**src/rtl/epoch_clk_pkg.sv**
```systemverilog
package epoch_clk_pkg;

  // Strobes passed from the control half to the datapath half.
  typedef struct packed {
    logic secStep;     // a second boundary occurs at this edge
    logic loadOffset;  // accepted write: recompute the offset
    logic capture;     // accepted read: register the current time
  } clkStrobes_t;

endpackage

```
**src/rtl/epoch_clk_ctrl.sv**
```systemverilog
module epoch_clk_ctrl
  import epoch_clk_pkg::*;
#(
  parameter int unsigned TICKS_PER_SEC = 1000,
  parameter int unsigned ARG_BYTES     = 4,
  parameter int unsigned CNT_W         = 3
) (
  input  logic             clk,
  input  logic             rstN,
  input  logic             tickEn,
  input  logic             setStb,
  input  logic [CNT_W-1:0] setCount,
  input  logic             getStb,
  input  logic [CNT_W-1:0] getCount,
  output clkStrobes_t      strobes
);

  logic secStep;

  generate
    if (TICKS_PER_SEC <= 1) begin : g_noPrescale
      // Every enabled cycle is a full second.
      assign secStep = tickEn;
    end else begin : g_prescale
      localparam int unsigned PRE_W = $clog2(TICKS_PER_SEC);
      localparam logic [PRE_W-1:0] PRE_LAST = PRE_W'(TICKS_PER_SEC - 1);

      logic [PRE_W-1:0] preCnt;
      logic             atLast;

      assign atLast  = (preCnt == PRE_LAST);
      assign secStep = tickEn && atLast;

      // The next boundary is always counted from the previous one, so
      // commands never move the phase and no drift accumulates.
      always_ff @(posedge clk) begin
        if (!rstN) begin
          preCnt <= '0;
        end else if (tickEn) begin
          preCnt <= atLast ? '0 : preCnt + 1'b1;
        end
      end
    end
  endgenerate

  always_comb begin
    strobes.secStep    = secStep;
    strobes.loadOffset = setStb && (setCount == CNT_W'(ARG_BYTES));
    strobes.capture    = getStb && (getCount == '0);
  end

endmodule

```
**src/rtl/epoch_clk_datapath.sv**
```systemverilog
module epoch_clk_datapath
  import epoch_clk_pkg::*;
#(
  parameter int unsigned        TIME_W       = 32,
  parameter logic [TIME_W-1:0]  RESET_OFFSET = TIME_W'(2082844800)
) (
  input  logic              clk,
  input  logic              rstN,
  input  clkStrobes_t       strobes,
  input  logic [TIME_W-1:0] setData,
  output logic              secTick,
  output logic              rspValid,
  output logic [TIME_W-1:0] rspData,
  output logic [TIME_W-1:0] curTime
);

  logic [TIME_W-1:0] elapsed;
  logic [TIME_W-1:0] elapsedNext;
  logic [TIME_W-1:0] offset;

  assign elapsedNext = elapsed + TIME_W'(strobes.secStep);
  assign curTime     = offset + elapsed;

  always_ff @(posedge clk) begin
    if (!rstN) begin
      elapsed  <= '0;
      offset   <= RESET_OFFSET;
      secTick  <= 1'b0;
      rspValid <= 1'b0;
      rspData  <= '0;
    end else begin
      elapsed  <= elapsedNext;
      secTick  <= strobes.secStep;
      rspValid <= strobes.capture;
      // Subtract the post-edge count so the written value is reported
      // exactly, even when a boundary lands on the write cycle.
      if (strobes.loadOffset) begin
        offset <= setData - elapsedNext;
      end
      if (strobes.capture) begin
        rspData <= curTime;
      end
    end
  end

endmodule

```
**src/rtl/epoch_seconds_clock.sv**
```systemverilog
module epoch_seconds_clock
  import epoch_clk_pkg::*;
#(
  parameter int unsigned       TICKS_PER_SEC = 1000,
  parameter int unsigned       TIME_W        = 32,
  parameter logic [TIME_W-1:0] RESET_OFFSET  = TIME_W'(2082844800),
  localparam int unsigned      ARG_BYTES     = TIME_W / 8,
  localparam int unsigned      CNT_W         = $clog2(ARG_BYTES + 1)
) (
  input  logic              clk,
  input  logic              rstN,
  input  logic              tickEn,
  input  logic              setStb,
  input  logic [CNT_W-1:0]  setCount,
  input  logic [TIME_W-1:0] setData,
  input  logic              getStb,
  input  logic [CNT_W-1:0]  getCount,
  output logic              secTick,
  output logic              rspValid,
  output logic [TIME_W-1:0] rspData
);

  clkStrobes_t       strobes;
  logic [TIME_W-1:0] curTime;

  epoch_clk_ctrl #(
    .TICKS_PER_SEC(TICKS_PER_SEC),
    .ARG_BYTES    (ARG_BYTES),
    .CNT_W        (CNT_W)
  ) u_ctrl (
    .clk     (clk),
    .rstN    (rstN),
    .tickEn  (tickEn),
    .setStb  (setStb),
    .setCount(setCount),
    .getStb  (getStb),
    .getCount(getCount),
    .strobes (strobes)
  );

  epoch_clk_datapath #(
    .TIME_W      (TIME_W),
    .RESET_OFFSET(RESET_OFFSET)
  ) u_dp (
    .clk     (clk),
    .rstN    (rstN),
    .strobes (strobes),
    .setData (setData),
    .secTick (secTick),
    .rspValid(rspValid),
    .rspData (rspData),
    .curTime (curTime)
  );

endmodule

```
**config.mk**
```make
export PLATFORM = sky130hd
export DESIGN_NAME = epoch_seconds_clock
export DESIGN_NICKNAME = d
export VERILOG_FILES = /design/src/rtl/epoch_clk_pkg.sv /design/src/rtl/epoch_clk_ctrl.sv /design/src/rtl/epoch_clk_datapath.sv /design/src/rtl/epoch_seconds_clock.sv
export SDC_FILE = /design/constraint.sdc
export NUM_CORES = 1
export LEC_CHECK = 0
export CAP_MARGIN = 20
export CORE_UTILIZATION = 59
export CTS_BUF_LIST = sky130_fd_sc_hd__clkbuf_4 sky130_fd_sc_hd__clkbuf_8
export DETAILED_ROUTE_END_ITERATION = 8
export PLACE_DENSITY = 0.83
export SYNTH_ARGS = -nofsm -noshare
export SYNTH_HDL_FRONTEND = slang
export SYNTH_SLANG_ARGS = --single-unit
```
**constraint.sdc**
```tcl
create_clock -name clk -period 5.9 [get_ports clk]
set_clock_uncertainty 0.05 [all_clocks]
set_input_delay 0.885 -clock clk [delete_from_list [all_inputs] [get_ports clk]]
set_output_delay 0.885 -clock clk [all_outputs]
set_load 0.02 [all_outputs]
```
# == Word-level counts from Yosys, hierarchy flattened ==
# Cells that the tools add are included.
# totals
register_bits,108
output_inout_bits,34
word_cells,17
# op_classes
add_sub_neg,4
n_eq_ne,2
mux,1
n_reduce_logical,4
# ops
op,count
32-bit by 1-bit adder with 32-bit output,1
32-bit adder,1
32-bit subtractor,1
10-bit by 1-bit adder with 10-bit output (second input constant),1
10-bit equality test (second input constant),1
10-bit two-way mux,1
3-bit equality test (second input constant),1
1-bit logical AND,3
3-bit logical NOT,1

# == Logic depth before layout (Yosys ltp) ==
# Gate-level depths: netlist (run 1).
# depth
word_depth,4
mapped_depth,22

# == Hierarchy ==
# Synthesis (run 1) repeated with hierarchy kept, for this count alone.
# unflattened
cells_unflattened,1006
hier_area_um2,8041.5
# modules_own_cells
module,instances,cells_each,area_each_um2
epoch_clk_datapath,1,948,7537.2
epoch_clk_ctrl,1,58,504.2

# == Least setup slack after synthesis (run 1) ==
# OpenSTA, ideal clock, no wires.
# synth_path
path_type,input to register
startpoint,input port tickEn
endpoint,register u_dp.offset[28]
arrival_time_ps,4828
required_ps,5728
setup_slack_ps,899
stages,20
n_path_buf,1
cell_sequence,clkbuf_1 -> nand3_1 -> nor3_1 -> ha_1 -> and4_4 -> and2_1 -> nand4_1 -> xor2_1 -> ha_1 -> and3_1 -> o211ai_1 -> a21o_1 -> a221oi_1 -> o31ai_2 -> a211oi_1 -> o21ai_2 -> a21oi_1 -> o31a_1 -> or3_1 -> a311o_1
# synth_lines
element,line,text
"start, declared",epoch_seconds_clock.sv:12,"input logic tickEn,"
"end signal, assigned",epoch_clk_datapath.sv:38,offset <= setData - elapsedNext;
"end, declared",epoch_clk_datapath.sv:19,logic [TIME_W-1:0] offset;

==> results of run 1 <==
[routing by layer]
| layer | routed length, um | up-vias |
|---|---|---|
| met4 | 173 | 0 |
| met5 | 0 | - |
| met3 | 908 | 19 |
| met1 | 8361 | 2865 |
| met2 | 6877 | 171 |
| li1 | - | 3286 |
[final cells by class]
class / instances / area share
Clock buffer: 11 / 0.01707
Clock inverter: 5 / 0.007382
Inverter: 19 / 0.008767
Multi-Input combinational cell: 730 / 0.5800
Sequential cell: 108 / 0.2658
Tap cell: 143 / 0.02199
Timing Repair Buffer: 82 / 0.09905
[critical path, cell delays in order]
cell and delay (ns):
clkdlybuf4s50_1 0.48, nand3_1 0.11, nor3_1 0.33, ha_1 0.25
and4_4 0.26, and2_1 0.18, nand4_1 0.13, xor2_1 0.18
ha_1 0.36, and3_1 0.21, o211ai_1 0.18, a21o_1 0.16
a221oi_1 0.10, o31ai_2 0.27, a211oi_1 0.14, o21ai_2 0.15
a21oi_1 0.12, o31a_1 0.30, or3_1 0.30, a311o_1 0.35
[flip-flops by register name, indices dropped and copies added, names as in the netlist]
register and count:
u_dp.elapsed 32, u_dp.offset 32, u_dp.rspData 32, u_ctrl.g_prescale.preCnt 10, u_dp.rspValid 1, u_dp.secTick 1
[synth_stat cells (3+ instances only)]
master	n
nor3_1	23
o211ai_1	8
a211oi_1	12
a2111oi_0	3
xnor2_1	51
o21a_1	5
nor2_1	98
o21ai_0	33
nand3b_1	7
ha_1	61
a31oi_1	11
nand4_1	20
xor2_1	34
a21oi_1	87
inv_1	19
and2_1	9
o31a_1	3
and3_1	12
nor2b_1	7
nand3_1	24
o31ai_1	3
a21o_1	33
nand2_1	118
a21boi_0	3
o21bai_1	8
or3_1	7
dfxtp_1	108
clkbuf_1	27
nand2b_1	4
[logic make-up (layout without fill, tap and decap cells)]
kind of cell             Yosys count  count (layout)  share of synthesized area
AND/OR/NAND/NOR                  349             349                     0.2355
AO/OA/AOI/OAI                    229             229                     0.2047
flip-flops                       108             108                     0.3065
XOR/XNOR                          87              87                     0.1110
adder cells (fa/ha/maj)           63              63                     0.1139
buffers and inverters             48             117                    0.02554
multiplexers                       2               2                   0.002838
[path summary, 6_finish.rpt]
kind / from / end / cells after the start
setup reg to reg: u_ctrl.g_prescale.preCnt[0]$_SDFFE_PN0P_ / u_dp.offset[28]$_SDFFE_PN1P_ / 20
hold reg to reg: u_dp.rspData[20]$_SDFFE_PN0P_ / u_dp.rspData[20]$_SDFFE_PN0P_ / 2
setup / recovery: tickEn / u_dp.offset[28]$_SDFFE_PN1P_ / 20
hold / removal: u_dp.rspData[20]$_SDFFE_PN0P_ / u_dp.rspData[20]$_SDFFE_PN0P_ / 2
[metrics by stage]
step,hold slack (ns),util
6_report,0.4031,0.7064
5_1_grt,0.4290,0.7064
4_1_cts,0.4072,0.7064
3_5_place_dp,0.3935,0.6892
3_3_place_gp,0.3875,0.6892
2_1_floorplan,0.3862,-
[power breakdown]
part           switching, W  internal [W]  total (W)
logic              0.000108     0.0000917   0.000199
clock network      0.000267      0.000209   0.000476
registers        0.00000774      0.000741   0.000748
==> impl_summary.log, run 1 <==
INFO  metric synth_top_cell_area_share = 0.3065
INFO  metric place_ws = 0.2908 ns
INFO  metric arrival = 5.45 ns
INFO  metric global_route_total_usage_across_every_layer = 0.2710
INFO  metric sequential_cell_area = 0.002162 mm^2
INFO  metric groute.layer.met1.usage = 0.3975
INFO  metric run_status = finished, violations left
INFO  metric failing_checks = DRC
INFO  metric hold_violations = 0
INFO  metric final_antenna_net_count = 0
INFO  metric worst_slew_margin_rel = 0.3596
INFO  metric async_reset_ff_frac = 0
INFO  metric avgViaCountPerCell = 5.775
INFO  metric seq_area_frac_synth = 0.3065
INFO  metric synthesis.instances = 886
INFO  metric max_cap_violation_count = 0
INFO  metric busiest_layer = met2
INFO  metric avgRoutedWirePerCell = 14.86 um
INFO  metric core_region_area = 0.01152 mm^2
INFO  metric max_freq = 0.1919 GHz
INFO  metric wire_length_of_the_first_global_routing_pass = 27.16 mm
INFO  metric place.detailed.hpwl = 12.31 mm
INFO  metric grtUsageMet2 = 0.4092
INFO  metric post-layout-total-power = 0.001424 W
INFO  metric critPathLaunchType = input pin
INFO  metric filler_cell_count = 981
INFO  metric via_count_of_the_first_global_routing_pass = 5681
INFO  metric synth.largest_area_cell = dfxtp_1
INFO  metric cts.clk_slew.worst_paths = 0.10 ns
INFO  metric finalNetCount = 1056
INFO  metric mean_cell_area_of_the_mapped_netlist = 7.962 um^2
INFO  metric cp-end-kind = flip-flop
INFO  metric cts_resized = 0
INFO  metric detailed_place.area = 0.007936 mm^2
INFO  metric clock_tree_from_tritoncts = built
INFO  metric most_used_cells_in_the_layout_excluding_fill_and_tap_cells = nand2_1, dfxtp_1, nor2_1, a21oi_1, clkdlybuf4s50_1
INFO  metric yosys.cell_types.count = 65
INFO  metric dr.pass1.iters = 7
INFO  metric worst_slew_pin_slew = 0.9606 ns
INFO  metric grt_antenna_before_repair = 0
INFO  metric layout.cells.most_common = nand2_1
INFO  metric postCtsSetupRepairBufs = 0
INFO  metric grt_max_degree = 53
INFO  metric power_density_over_the_cells = 175.0 mW/mm^2
INFO  metric layoutNonFillerInstCount = 1098
INFO  metric yosys_warnings = 0
INFO  metric floorplan.die.width = 111.3 um
INFO  metric initial_core_util = 0.6126
INFO  metric path_class = in -> reg
INFO  metric finalInstanceArea = 0.008135 mm^2
INFO  metric critical_path_required = 6.13 ns
INFO  metric syn_to_final_growth = 15.32%
INFO  metric total_area_of_multi_input_combinational_cells = 0.004718 mm^2
INFO  metric netlist_area = 0.007054 mm^2
INFO  metric synth-edff-count = 0
INFO  metric setup-violations-final = 0
INFO  metric numCtsBuffers = 9
INFO  metric p_leak = 3.252 nW
INFO  metric globalRouteMet3Util = 0.05063
INFO  metric die_area = 0.01240 mm^2
INFO  metric worst_slack = 0.6889 ns
INFO  metric clock_latency_late_sink = 0.39 ns
INFO  metric layout_cell_share_with_drive_strength_beyond_1 = 0.04188
INFO  metric grt.overflow.total = 0
INFO  metric num_ports = 77
INFO  metric postRouteWirelength = 16.32 mm
INFO  metric fp.dieH = 111.3 um
INFO  metric worstPathMaxFanout = 6
INFO  metric hold_buffers = 0
INFO  metric final_weighted_congestion_of_routability_driven_global_placement = 0.9437
INFO  metric detail_route.iter0.violations = 443
INFO  metric reg2reg_setup_slack = 1.06 ns
INFO  metric antennaDiodeCount = 0
INFO  metric final.period_utilization = 0.8832
INFO  metric ctsRootBufferMaster = clkbuf_8
INFO  metric fin_setup_tns = 0 ns
INFO  metric tritoncts_num_sinks = 108
INFO  metric ys_seq_elements = 108
INFO  metric min_path_type = reg -> reg
INFO  metric dr_total_vias = 6341
INFO  metric drcViolationCount = 14
INFO  metric fp-row-count = 39
INFO  metric synth.area.top_cells = dfxtp_1, ha_1, xnor2_1, nand2_1, a21oi_1
INFO  metric port_buffer_count = 76
INFO  metric yosys_most_used_dff = dfxtp_1
INFO  metric fin_crit = 5.211 ns
INFO  metric vdd_ir_drop_max = 0.1139 mV
INFO  metric h-tree-depth = 3
INFO  metric placed_cells_incl_taps = 1082
INFO  metric unrepaired_setup_endpoints_after_global_routing = no
INFO  metric timing.final.max_slew_violations = 0
INFO  metric postSynthNetCount = 992
INFO  metric cts_max_path_buffers = 2
Note: power is estimated with default switching activity, not from simulation.
==> run 2: changes to the inputs <==
- CTS_CLUSTER_DIAMETER: not set -> 200
==> results of run 2 <==
No change in the layout: final DEF, timing and power equal those of run 1.
